==> config.mk <==
export PLATFORM = sky130hd
export DESIGN_NAME = seg_scan_mux
export DESIGN_NICKNAME = d
export VERILOG_FILES = /design/src/rtl/seg_scan_mux.sv
export SDC_FILE = /design/constraint.sdc
export NUM_CORES = 1
export LEC_CHECK = 0
export ABC_AREA = 1
export BUFFER_PORTS_ARGS = -buffer_cell sky130_fd_sc_hd__buf_2
export CAP_MARGIN = 20
export CORE_MARGIN = 1.5
export CORE_UTILIZATION = 50
export CTS_CLUSTER_SIZE = 14
export DETAILED_ROUTE_END_ITERATION = 8
export PLACE_DENSITY = 0.68
export REMOVE_ABC_BUFFERS = 1
export SLEW_MARGIN = 20
export SYNTH_ARGS = -nofsm -noshare
export SYNTH_HDL_FRONTEND = slang
export SYNTH_SLANG_ARGS = --single-unit
==> constraint.sdc <==
create_clock -name clk -period 3.9 [get_ports clk]
set_input_delay 0.78 -clock clk [delete_from_list [all_inputs] [get_ports clk]]
set_output_delay 0.78 -clock clk [all_outputs]
set_load 0.03 [all_outputs]
==> src/rtl/seg_scan_mux.sv <==
module seg_scan_mux #(
  parameter int DIGITS = 8,
  parameter int DWELL  = 250000,
  parameter int GAP    = 2,
  localparam int AW = (DIGITS > 1) ? $clog2(DIGITS) : 1,
  localparam int CW = (DWELL > 1) ? $clog2(DWELL) : 1
) (
  input  logic              clk,
  input  logic              rst,
  input  logic              wr_en,
  input  logic [AW-1:0]     wr_addr,
  input  logic [3:0]        wr_bcd,
  output logic [6:0]        seg_n,
  output logic [DIGITS-1:0] dig_n
);

  logic [3:0]    tab [DIGITS];
  logic [CW-1:0] cnt;
  logic [AW-1:0] idx;

  wire addr_ok   = ({1'b0, wr_addr} < (AW+1)'(DIGITS));
  wire slot_end  = (cnt == CW'(DWELL - 1));
  wire gap_end   = (cnt == CW'(GAP - 1));
  wire last_dig  = (idx == AW'(DIGITS - 1));

  function automatic logic [6:0] glyph(input logic [3:0] v);
    case (v)
      4'd0: glyph = 7'h3F;
      4'd1: glyph = 7'h06;
      4'd2: glyph = 7'h5B;
      4'd3: glyph = 7'h4F;
      4'd4: glyph = 7'h66;
      4'd5: glyph = 7'h6D;
      4'd6: glyph = 7'h7D;
      4'd7: glyph = 7'h07;
      4'd8: glyph = 7'h7F;
      4'd9: glyph = 7'h6F;
      default: glyph = 7'h00;
    endcase
  endfunction

  always_ff @(posedge clk) begin
    if (rst) begin
      cnt   <= '0;
      idx   <= '0;
      dig_n <= '1;
      seg_n <= '1;
      for (int i = 0; i < DIGITS; i++) tab[i] <= 4'hF;
    end else begin
      if (wr_en && addr_ok) tab[wr_addr] <= wr_bcd;
      if (slot_end) begin
        cnt   <= '0;
        idx   <= last_dig ? '0 : idx + 1'b1;
        dig_n <= '1;
        seg_n <= '1;
      end else begin
        cnt <= cnt + 1'b1;
        if (gap_end) begin
          dig_n <= ~(DIGITS'(1) << idx);
          seg_n <= ~glyph(tab[idx]);
        end
      end
    end
  end

  assert_one_digit_R2: assert property (@(posedge clk) disable iff (rst)
    $onehot0(~dig_n));

  assert_dark_gap_R3: assert property (@(posedge clk) disable iff (rst)
    (dig_n == '1) |-> (seg_n == 7'h7F));

  assert_steady_lit_R7: assert property (@(posedge clk) disable iff (rst)
    (dig_n != '1 && $past(dig_n) != '1) |-> ($stable(dig_n) && $stable(seg_n)));

  assert_slot_bound_R4: assert property (@(posedge clk) disable iff (rst)
    ({1'b0, cnt} < (CW+1)'(DWELL)));

endmodule

**Yosys cells after proc, flatten, opt, wreduce, memory -nomap -nowiden**

Memories as Yosys holds them, arrays and structs flattened. A register that Yosys moved wholly into a read port is not among the register bits.
Index checks and enable logic that the tools add are counted.

- Latch bits: 0
- Register bits after elaboration: 36
- ROM bits: 112
- Word-level logic and storage cells: 30
- Memories kept: 2
- Input port bits: 10
- Memory bits (writable): 32

Memories:

| memory | depth | width | rd ports | clocked after Yosys merged registers in | write ports | line | text |
|---|---|---|---|---|---|---|---|
| (no name shown) | 16 | 7 | 1 | 0 | 0 | 27 | `case (v)` |
| tab | 8 | 4 | 1 | 1 | 8 | 17 | `logic [3:0] tab [DIGITS];` |

- Divide/modulo/power cells: 0
- $mul: 0
- Mux-type cells: 14
- Magnitude comparators: 0
- Eq/ne operators: 3
- Bitwise gates (word level): 2
- Reductions and logical operators: 2
- Shifts and indexed selects: 1
- Add/sub/neg operators: 2

Operators with widths:

| cell | number |
|---|---|
| 7-bit two-way mux | 3 |
| 18-bit by 1-bit adder with 18-bit output, second input constant | 1 |
| 18-bit by 1-bit == test with 1-bit output, second input constant | 1 |
| 18-bit == test, second input constant | 1 |
| 3-bit two-way mux | 4 |
| 8-bit inverter | 1 |
| 1-bit by 3-bit << shifter with 8-bit output, first input constant | 1 |
| 7-bit inverter | 1 |
| 1-bit two-way mux | 6 |
| 4-bit two-way mux | 1 |
| 4-bit OR reduction | 1 |
| 3-bit by 1-bit adder with 3-bit output, second input constant | 1 |
| 3-bit == test, second input constant | 1 |
| 2-bit OR reduction | 1 |

**Longest topological paths before layout**

- Depth after elaboration: 5
- Gate-level depth with buffers: 16

**Worst setup path before layout**

No wires, ideal clock.

- Kind: input -> register
- Start point: in rst
- End point: mem tab[3][0] (enable)
- Path slack: 1.758 ns
- Cell stages on the path: 4
- Arrival: 1.780 ns
- Library setup time: 0.361 ns
- Data required time: 3.539 ns
- Cell sequence: inv_1 -> buf_1 -> nand3_1 -> o21ai_0

RTL lines:

| element | line | text |
|---|---|---|
| from (decl) | 9 | `input logic rst,` |
| to (decl) | 17 |  |

==> run summary <==
result of the run - finished, final reports clean
average cell area after synthesis - 7.845 sq um
starting density of the core - 51.21%
total power density per cell area - 403.1 nW/um^2
remaining routing DRC violations - 0
synthesized instance count - 471
post-synthesis sequential area ratio - 47.14%
Buffers & Inverters on Critical Path - 3
endpoint class of the critical path - flop
Vias/cell - 4.842
half-perimeter wire length after placement - 5.366 mm
Hold Vio Cnt, Final - 0
input/output buffers - 24
cell family with most CP delay - simple AND/OR/NAND/NOR gates
combinational fraction of design power - 10.2%
setup total negative slack - 0 ps
Routed Wire Length - 7.205 mm
predominant post-synthesis flop cell - sky130_fd_sc_hd__dfxtp_1
CTS Hold Bufs - 0
setup repair after global routing missed its margin - false
post-layout power - 1.640 mW
RePlAce Congestion - 0.8700
net load switching power - 0.4165 mW
number of detailed-routing iterations run before antenna repair - 4
relative slew slack - 57.63%
CTS H-tree depth - 3
setup fix buffers added after clock tree synthesis - 0
yosys warns - 0
crit-path max FO - 17
sequential cell fraction of total power - 50.8%
P_int - 1.224 mW
fin crit period - 2114 ps
peak per-stage delay on the critical path - 730 ps
overall die height - 88.96 um
number of clock sinks - 71
startpoint kind of the worst setup timing path - flop
signed area change from the synthesized netlist to the final layout - 10.13%
library cell used as clock root buffer - sky130_fd_sc_hd__clkbuf_8
Fin Hold WS - 462.8 ps
Clock power frac - 39.1%
classification of the worst setup path - reg -> reg
slowest cell on the critical path - sky130_fd_sc_hd__dfxtp_1
Worst-path clk slew - 80 ps
Final #Nets - 520
Post-DRT Antenna Nets - 0
DRC violation total after the first TritonRoute iteration - 130
Site Rows - 31
Leak - 1.772 nW
TritonCTS clock tree - done
maximum buffer depth of the clock tree - 2
cells along the critical path - inv_4, nand2_1, nand2_1, nand2_1, nand3_1, nand2_1, inv_1, ha_1, inv_1, nand3_1, nand3_1, nand2_1, nand2_1, nand2_1
Most Frequent Cell on Critical Path - sky130_fd_sc_hd__nand2_1
final worst path period share - 54.21%
final clock skew - 9.658 ps
width of the die - 88.96 um
area of the die - 7914 sq um
io pins - 25
largest net degree at the start of global routing - 28
number of maximum-capacitance violations - 0
Required @ worst endpoint - 4160 ps
layout cell share with drive strength beyond 1 - 13.35%
insertion delay of the later-clocked pin in the worst-skew pair - 360 ps
cell area after layout - 4069 sq um
Yosys reg bits - 71
switching power share of the total - 25.40%
mapped cell area - 3695 sq um
class of the tightest hold or removal check - reg -> reg
cell with the most instances after synthesis - sky130_fd_sc_hd__nand2_1
DP Area - 3847 sq um
biggest area contributors in the synthesized netlist - sky130_fd_sc_hd__edfxtp_1 (26%), sky130_fd_sc_hd__dfxtp_1 (21%), sky130_fd_sc_hd__nand2_1 (15%), sky130_fd_sc_hd__inv_1 (6.9%), sky130_fd_sc_hd__nand3_1 (6.0%)
VDD IR-drop max - 0.2093 mV
number of antenna violations at the first check in global routing - 0
number of flops mapped to enable cells by yosys - 32
average detailed-routed wire length per instance - 11.99 um
final antenna diode count - 0
proportion of netlist area held by the largest area contributor - 26.01%
max-slew violation count - 0
overall global routing resource usage - 20.08%
via count of the first global-routing pass - 2648
share of flip-flops with an asynchronous set or reset - 0%
final setup violating endpoints - 0
vias post-DR - 2910
commonest cells in the netlist - sky130_fd_sc_hd__nand2_1 (144), sky130_fd_sc_hd__inv_1 (68), sky130_fd_sc_hd__nand3_1 (44)
CTS Buf Count - 9
Crit path arrival time - 2370 ps
achievable clock frequency - 473.0 MHz
transition time at the pin with the least slew margin - 634.7 ps
Distinct cells, synth - 32
CORE AREA - 7214 sq um
global-route wire length before repair - 11.83 mm
number of instances resized during post-cts repair - 0
GRT overflow - 0
Yosys top cell by area - sky130_fd_sc_hd__edfxtp_1
layout make-up:
cell class | count | area (sq um)
clock inverters | 4 | 51.30
flip-flops and latches | 71 | 1742
repair buffers | 24 | 120.1
multi-input cells | 315 | 1574
well taps | 99 | 123.9
fillers | 708 | 3146
clock buffers | 12 | 170.2
inverters | 76 | 287.8
per-layer routing:
| metal | vias to the layer above | wire length [um] | track usage (%) |
|---|---|---|---|
| met2 | 42 | 3522 | 34.44 |
| li1 | 1547 | - | - |
| met5 | - | 0 | 0 |
| met1 | 1307 | 3287 | 24.19 |
| met3 | 14 | 242 | 4.432 |
| met4 | 0 | 153 | 9.231 |
logic make-up after synthesis:
family	after synthesis	share of synthesized area (%)
adders and majority gates	13	4.402
DFF	71	47.14
buffers and inverters	85	10.26
and+or+nand+nor	255	31.15
AOI/OAI and AO/OA	44	6.333
xor gates and xnor gates	3	0.7113
final timing paths:
path | start | endpoint | slack [ps] | cells after the start
worst max register to register | flop | seg_n[6] | 1790 | 14
worst min-delay path | dig_n[2] | dig_n[2] | 460 | 2
worst max-delay path | flop | seg_n[6] | 1790 | 14
worst min register to register | dig_n[2] | dig_n[2] | 460 | 2
stage by stage:
stage	setup WS, ps	instances	utilization (%)
floorplan	1867	462	-
finish	1786	601	56.40
global route	1485	601	56.40
detailed placement	1426	585	53.33
global placement	1465	585	53.33
CTS	1768	601	56.40
layout by cell type, fill, tap and decap left out, types with 2 or more instances in the layout:
cell                         n
sky130_fd_sc_hd__nor2_2      2
sky130_fd_sc_hd__clkbuf_8   10
sky130_fd_sc_hd__inv_1      68
sky130_fd_sc_hd__nand3_4     2
sky130_fd_sc_hd__o21ai_1     5
sky130_fd_sc_hd__a21oi_2     2
sky130_fd_sc_hd__nor2_1     36
sky130_fd_sc_hd__nand3_1    44
sky130_fd_sc_hd__dfxtp_1    39
sky130_fd_sc_hd__nor3_4      2
sky130_fd_sc_hd__nand4_1     2
sky130_fd_sc_hd__edfxtp_1   32
sky130_fd_sc_hd__nor3_1      8
sky130_fd_sc_hd__a211oi_1    2
sky130_fd_sc_hd__xor2_1      3
sky130_fd_sc_hd__ha_1       13
sky130_fd_sc_hd__nor3_2      3
sky130_fd_sc_hd__buf_2      24
sky130_fd_sc_hd__nand2_1   144
sky130_fd_sc_hd__o21ai_0    14
sky130_fd_sc_hd__a21oi_1    20
sky130_fd_sc_hd__inv_2       7
sky130_fd_sc_hd__nand2_2     7
power by group through the flow:
stage	Combinational, mW	Sequential (mW)	Clock (mW)
2_1_floorplan	0.0914	0.875	0
3_3_place_gp	0.164	0.849	0
3_5_place_dp	0.166	0.850	0
4_1_cts	0.167	0.833	0.644
5_1_grt	0.187	0.838	0.677
6_report	0.167	0.833	0.641
worst reg2reg max path, cell delays in order (launching register included):
cell and delay, ps:
sky130_fd_sc_hd__dfxtp_1 730, sky130_fd_sc_hd__inv_4 180, sky130_fd_sc_hd__nand2_1 100, sky130_fd_sc_hd__nand2_1 50, sky130_fd_sc_hd__nand2_1 60, sky130_fd_sc_hd__nand3_1 60, sky130_fd_sc_hd__nand2_1 150, sky130_fd_sc_hd__inv_1 90
sky130_fd_sc_hd__ha_1 190, sky130_fd_sc_hd__inv_1 50, sky130_fd_sc_hd__nand3_1 90, sky130_fd_sc_hd__nand3_1 100, sky130_fd_sc_hd__nand2_1 50, sky130_fd_sc_hd__nand2_1 60, sky130_fd_sc_hd__nand2_1 50
flip-flops by register name, indices dropped and copies added, names as in the netlist, named ones only:
name   flops
dig_n      8
idx        3
seg_n      7
cnt       18
tab       32
No activity file was read; power rests on OpenSTA's default activity.
